<file path="config.mk">
export PLATFORM = sky130hd
export DESIGN_NAME = rtc_sec_top
export DESIGN_NICKNAME = d
export VERILOG_FILES = /design/src/rtl/rtc_sec_pkg.sv /design/src/rtl/rtc_sec_decode.sv /design/src/rtl/rtc_sec_wprot.sv /design/src/rtl/rtc_sec_count.sv /design/src/rtl/rtc_sec_top.sv
export SDC_FILE = /design/constraint.sdc
export NUM_CORES = 1
export LEC_CHECK = 0
export BUFFER_PORTS_ARGS = -buffer_cell sky130_fd_sc_hd__buf_2
export CORE_MARGIN = 2
export CORE_UTILIZATION = 41
export CTS_CLUSTER_DIAMETER = 30
export CTS_CLUSTER_SIZE = 28
export DETAILED_ROUTE_END_ITERATION = 16
export HOLD_SLACK_MARGIN = 0.06
export PLACE_DENSITY = 0.65
export SLEW_MARGIN = 20
export SYNTH_ARGS = -nofsm -noshare
export SYNTH_HDL_FRONTEND = slang
export SYNTH_HIERARCHICAL = 1
export SYNTH_SLANG_ARGS = --single-unit
</file>
<file path="constraint.sdc">
create_clock -name clk -period 6.1 [get_ports clk]
set_input_delay 0.915 -clock clk [delete_from_list [all_inputs] [get_ports clk]]
set_output_delay 0.915 -clock clk [all_outputs]
set_load 0.1 [all_outputs]
</file>
<file path="src/rtl/rtc_sec_pkg.sv">
package rtc_sec_pkg;
  // byte offsets of the register file
  localparam int unsigned OFS_HI  = 'h0;
  localparam int unsigned OFS_LO  = 'h4;
  localparam int unsigned OFS_CTL = 'h8;

  typedef enum logic [1:0] {
    SLOT_HI,
    SLOT_LO,
    SLOT_CTL,
    SLOT_NONE
  } slot_e;
endpackage

</file>
<file path="src/rtl/rtc_sec_decode.sv">
module rtc_sec_decode
  import rtc_sec_pkg::*;
#(
  parameter int unsigned CNT_W  = 32,
  parameter int unsigned ADDR_W = 4,
  localparam int unsigned HALF_W = CNT_W / 2
) (
  input  logic              sel_i,
  input  logic              we_i,
  input  logic [ADDR_W-1:0] addr_i,
  input  logic [CNT_W-1:0]  cnt_i,
  output logic              wr_hi_o,
  output logic              wr_lo_o,
  output logic              wr_ctl_o,
  output logic [HALF_W-1:0] rdata_o
);
  slot_e slot;

  always_comb begin
    if (addr_i == ADDR_W'(OFS_HI))       slot = SLOT_HI;
    else if (addr_i == ADDR_W'(OFS_LO))  slot = SLOT_LO;
    else if (addr_i == ADDR_W'(OFS_CTL)) slot = SLOT_CTL;
    else                                 slot = SLOT_NONE;
  end

  assign wr_hi_o  = sel_i && we_i && (slot == SLOT_HI);
  assign wr_lo_o  = sel_i && we_i && (slot == SLOT_LO);
  assign wr_ctl_o = sel_i && we_i && (slot == SLOT_CTL);

  always_comb begin
    unique case (slot)
      SLOT_HI: rdata_o = cnt_i[CNT_W-1:HALF_W];
      SLOT_LO: rdata_o = cnt_i[HALF_W-1:0];
      default: rdata_o = '0;
    endcase
  end
endmodule

</file>
<file path="src/rtl/rtc_sec_wprot.sv">
module rtc_sec_wprot (
  input  logic clk,
  input  logic rst_n,
  input  logic wr_hi_i,
  input  logic wr_lo_i,
  input  logic wr_ctl_i,
  input  logic ctl_bit_i,
  output logic armed_o,
  output logic load_hi_o,
  output logic load_lo_o
);
  logic armed_q;

  assign load_hi_o = wr_hi_i && armed_q;
  assign load_lo_o = wr_lo_i && armed_q;
  assign armed_o   = armed_q;

  always_ff @(posedge clk) begin
    if (!rst_n)        armed_q <= 1'b0;
    else if (wr_ctl_i) armed_q <= ctl_bit_i;
    else if (load_hi_o) armed_q <= 1'b0;
  end

  // the control write sets the enable from data bit 0
  p_ctl_load_r5: assert property (@(posedge clk) disable iff (!rst_n)
    wr_ctl_i |=> armed_q == $past(ctl_bit_i));
  // committing the upper half disarms the enable
  p_disarm_r7: assert property (@(posedge clk) disable iff (!rst_n)
    wr_hi_i && armed_q |=> !armed_q);
  // writing the lower half keeps the enable armed
  p_keep_r6: assert property (@(posedge clk) disable iff (!rst_n)
    wr_lo_i && armed_q |=> armed_q);
endmodule

</file>
<file path="src/rtl/rtc_sec_count.sv">
module rtc_sec_count #(
  parameter int unsigned CNT_W = 32,
  localparam int unsigned HALF_W = CNT_W / 2
) (
  input  logic              clk,
  input  logic              rst_n,
  input  logic [CNT_W-1:0]  seed_i,
  input  logic              tick_i,
  input  logic              load_hi_i,
  input  logic              load_lo_i,
  input  logic [HALF_W-1:0] wdata_i,
  output logic [CNT_W-1:0]  cnt_o
);
  localparam logic [CNT_W-1:0] ONE = CNT_W'(1);
  logic [CNT_W-1:0] cnt_q;

  always_ff @(posedge clk) begin
    if (!rst_n)         cnt_q <= seed_i;
    else if (load_hi_i) cnt_q[CNT_W-1:HALF_W] <= wdata_i;
    else if (load_lo_i) cnt_q[HALF_W-1:0] <= wdata_i;
    else if (tick_i)    cnt_q <= cnt_q + ONE;
  end

  assign cnt_o = cnt_q;

  // one tick, one step
  p_step_r2: assert property (@(posedge clk) disable iff (!rst_n)
    tick_i && !load_hi_i && !load_lo_i |=> cnt_q - $past(cnt_q) == ONE);
  // idle holds
  p_hold_r2: assert property (@(posedge clk) disable iff (!rst_n)
    !tick_i && !load_hi_i && !load_lo_i |=> $stable(cnt_q));
  // wrap to zero
  p_wrap_r3: assert property (@(posedge clk) disable iff (!rst_n)
    tick_i && !load_hi_i && !load_lo_i && (&cnt_q) |=> cnt_q == '0);
  // upper write lands, lower half untouched even with a tick
  p_hi_r7: assert property (@(posedge clk) disable iff (!rst_n)
    load_hi_i |=> cnt_q[CNT_W-1:HALF_W] == $past(wdata_i)
                  && cnt_q[HALF_W-1:0] == $past(cnt_q[HALF_W-1:0]));
  // lower write lands, upper half untouched even with a tick
  p_lo_r6: assert property (@(posedge clk) disable iff (!rst_n)
    load_lo_i && !load_hi_i |=> cnt_q[HALF_W-1:0] == $past(wdata_i)
                  && cnt_q[CNT_W-1:HALF_W] == $past(cnt_q[CNT_W-1:HALF_W]));
endmodule

</file>
<file path="src/rtl/rtc_sec_top.sv">
module rtc_sec_top
  import rtc_sec_pkg::*;
#(
  parameter int unsigned CNT_W  = 32,
  parameter int unsigned ADDR_W = 4,
  localparam int unsigned HALF_W = CNT_W / 2
) (
  input  logic              clk,
  input  logic              rst_n,
  input  logic [CNT_W-1:0]  seed_i,
  input  logic              tick_i,
  input  logic              reg_sel_i,
  input  logic              reg_we_i,
  input  logic [ADDR_W-1:0] reg_addr_i,
  input  logic [HALF_W-1:0] reg_wdata_i,
  output logic [HALF_W-1:0] reg_rdata_o
);
  logic             wr_hi, wr_lo, wr_ctl;
  logic             armed, load_hi, load_lo;
  logic [CNT_W-1:0] cnt;

  rtc_sec_decode #(.CNT_W(CNT_W), .ADDR_W(ADDR_W)) u_decode (
    .sel_i   (reg_sel_i),
    .we_i    (reg_we_i),
    .addr_i  (reg_addr_i),
    .cnt_i   (cnt),
    .wr_hi_o (wr_hi),
    .wr_lo_o (wr_lo),
    .wr_ctl_o(wr_ctl),
    .rdata_o (reg_rdata_o)
  );

  rtc_sec_wprot u_wprot (
    .clk      (clk),
    .rst_n    (rst_n),
    .wr_hi_i  (wr_hi),
    .wr_lo_i  (wr_lo),
    .wr_ctl_i (wr_ctl),
    .ctl_bit_i(reg_wdata_i[0]),
    .armed_o  (armed),
    .load_hi_o(load_hi),
    .load_lo_o(load_lo)
  );

  rtc_sec_count #(.CNT_W(CNT_W)) u_count (
    .clk      (clk),
    .rst_n    (rst_n),
    .seed_i   (seed_i),
    .tick_i   (tick_i),
    .load_hi_i(load_hi),
    .load_lo_i(load_lo),
    .wdata_i  (reg_wdata_i),
    .cnt_o    (cnt)
  );

  // a write to a half while disarmed, with no tick, leaves the count alone
  p_locked_r8: assert property (@(posedge clk) disable iff (!rst_n)
    reg_sel_i && reg_we_i && !armed && !tick_i
    && (reg_addr_i == ADDR_W'(OFS_HI) || reg_addr_i == ADDR_W'(OFS_LO))
    |=> $stable(cnt));
endmodule

</file>
==> results.json <==
{
  "netlist_instances": 276,
  "first_pass_iters": 5,
  "grt_setup_unrepaired": "no",
  "ys_ff_latch": 33,
  "layout-drive-gt1-share_pct": 30.6,
  "syn_to_final_growth_pct": 18.1,
  "grt_overflow": 0,
  "wl_mm": 7.17,
  "hold_class": "flip-flop to flip-flop",
  "fillCellCount": 641,
  "min_path_cells": 2,
  "wl_per_cell_um": 17.1,
  "switching_share_pct": 32.0,
  "yosysWarnings": 6,
  "ctsHoldBuffers": 0,
  "grtUsageTotal_pct": 20.6,
  "num_io_pins": 73,
  "most-common-layout-cells": "buf_2 (72), edfxtp_1 (32), nand2_1 (26)",
  "cts_root_buffer": "clkbuf_8",
  "reg2reg_depth": 5,
  "max_freq_mhz": 311,
  "ant_nets": 0,
  "cp.required_ps": 5180,
  "antenna-diode-count": 0,
  "start_kind": "input pin",
  "p_comb_share_pct": 24.1,
  "drv_cap": 0,
  "cts.sinks": 33,
  "clkPwrFrac_pct": 26.6,
  "worst-path-stages": 4,
  "crit_arrival_ps": 2300,
  "dp_hpwl_mm": 5.32,
  "place_congestion": 0.871,
  "crit_slowest_cell": "or3_1",
  "cts_buffers": 5,
  "die_height_um": 84.0,
  "cts_tree": "done",
  "grt_pass1_wl_mm": 11.4,
  "worstMarginPinSlew_ps": 1040,
  "multiInputGateArea_um2": 1530,
  "rows": 29,
  "vias": 2377,
  "synth_nets": 334,
  "cp_max_fo": 16,
  "seqPwrFrac_pct": 49.2,
  "port-buffer-count": 72,
  "cts-htree-levels": 2,
  "fin_area_um2": 3100,
  "setup_viol": 0,
  "final_max_slew_viol_count": 0,
  "initial_core_util_pct": 41.8,
  "p_switching_mw": 0.206,
  "fin_skew_ps": 11.3,
  "finalNetCount": 400,
  "cp-end-kind": "output pin",
  "p_leak_nw": 1.22,
  "p_per_area_nw_per_um2": 207,
  "critPathKind": "input pin to output pin",
  "status": "complete, no violations",
  "placed_area_um2": 3010,
  "synth.avg_cell_area_um2": 9.50,
  "grt_pass1_vias": 2260,
  "antenna_found_initial": 0,
  "slew_headroom_pct": 30.9,
  "drc": 0,
  "syn_area_um2": 2620,
  "critical-path-top-delay-family": "simple AND/OR/NAND/NOR gates",
  "hold_violations": 0,
  "ys_async_sr_fraction_pct": 0,
  "ir_worst_vdd_uv": 91.1,
  "clkTransAtPathRegs_ps": 60,
  "synthFlopType": "edfxtp_1",
  "seqCellArea_um2": 981,
  "die_w_um": 84.0,
  "post-route-min-period_ps": 3220,
  "final_common_cell": "buf_2",
  "clk_path_buf_depth": 2,
  "drtIter0Drc": 150,
  "detail_route.vias_per_cell": 5.66,
  "postCtsSetupRepairBufs": 0,
  "die-area_um2": 7050,
  "insertion_delay_ps": 280,
  "core_region_area_um2": 6280,
  "setup_tns_ps": 0,
  "yosysUniqueCellTypes": 48,
  "cts.repair.resized": 0,
  "synth_seq_area_share_pct": 37.4,
  "grt_max_degree": 32,
  "synth_edf_count": 32,
  "p_int_mw": 0.436,
  "cpPeakStageDelay_ps": 620,
  "worst_path_most_repeated_cell": "buf_2",
  "finalCritPeriodShare_pct": 52.8,
  "worstPathCellList": "buf_2, or3_1, nor2_1, buf_2",
  "critPathBufInv": 2
}
==> registers in the layout, indices dropped and copies added (netlist names) <==
| register | count |
|---|---|
| u_wprot/armed_o | 1 |
| u_count/cnt_o | 32 |
==> worst paths after layout <==
kind | from | end | slack, ps
setup reg to reg | u_count/cnt_o[4] | u_count/cnt_o[27] | 3850
hold reg to reg | u_wprot/armed_o | u_wprot/armed_o | 650
setup / recovery | reg_addr_i[1] | reg_rdata_o[2] | 2880
hold / removal | u_wprot/armed_o | u_wprot/armed_o | 650
==> kinds of logic (layout without fill, tap and decap cells) <==
group	after synthesis	after routing	synth area share (%)
AND/OR/NAND/NOR	110	110	24.5
AO/OA/AOI/OAI	53	53	12.5
flip-flops	33	33	37.4
multiplexers	30	30	12.0
XOR/XNOR	26	26	8.68
buffers and inverters	23	90	4.44
adder cells (fa/ha/maj)	1	1	0.477
==> worst reg2reg max path, delay by kind of cell (launching register included) <==
| family | cells | cell delay, ps |
|---|---|---|
| simple gates | 3 | 1110 |
| flops | 1 | 470 |
| compound gates | 1 | 250 |
| mux | 1 | 170 |
==> area by class of cell <==
| type | count | share of cell area (%) |
|---|---|---|
| multi-input cells | 220 | 49.2 |
| flip-flops and latches | 33 | 31.7 |
| repair buffers | 74 | 12.1 |
| well taps | 77 | 3.11 |
| clock buffers | 8 | 2.91 |
| inverters | 8 | 0.969 |
==> power groups by stage <==
stage / Sequential (mW) / Clock (mW) / Combinational [mW]
6_report: 0.316 / 0.171 / 0.155
5_1_grt: 0.321 / 0.185 / 0.169
4_1_cts: 0.316 / 0.176 / 0.154
3_5_place_dp: 0.320 / 0 / 0.154
3_3_place_gp: 0.320 / 0 / 0.152
2_1_floorplan: 0.310 / 0 / 0.113
==> synth_stat cells (2+ instances only) <==
library cell / number / area (um2)
nor4_2: 3 / 37.5
inv_1: 7 / 26.3
nor4_4: 2 / 42.5
nand3_1: 12 / 60.1
and3_1: 9 / 56.3
or3_1: 4 / 25.0
mux2_2: 11 / 124
buf_4: 2 / 15.0
nand4_1: 4 / 25.0
nor3_2: 2 / 20.0
mux2i_1: 19 / 190
nor3_1: 8 / 40.0
nor3b_1: 2 / 15.0
nand2_1: 26 / 97.6
clkbuf_1: 9 / 33.8
and2_1: 2 / 12.5
o21ai_0: 21 / 105
nor2_1: 24 / 90.1
a22oi_1: 10 / 75.1
a221o_1: 2 / 20.0
edfxtp_1: 32 / 961
buf_6: 3 / 33.8
nor4_1: 2 / 12.5
a21oi_1: 7 / 35.0
o221ai_1: 2 / 17.5
xor2_1: 10 / 87.6
o21ai_1: 5 / 25.0
xnor2_1: 16 / 140
==> metrics by stage <==
step | hold slack (ps) | std cells | utilization (%) | total power [mW] | setup slack [ps]
after floorplan | 618 | 276 | - | 0.423 | 2370
after global placement | 630 | 412 | 47.9 | 0.472 | 2860
after detailed placement | 637 | 412 | 47.9 | 0.474 | 2760
after CTS | 647 | 420 | 49.4 | 0.646 | 2870
after global routing | 668 | 420 | 49.4 | 0.674 | 2770
final | 645 | 420 | 49.4 | 0.642 | 2880
==> metal layers <==
| metal | GRT usage [%] | share of wire [%] |
|---|---|---|
| met5 | 0 | 0 |
| met4 | 5.13 | 1.2 |
| met3 | 3.96 | 7.3 |
| met2 | 32.6 | 47 |
| met1 | 29.0 | 44 |
(Power assumes the default switching activity.)
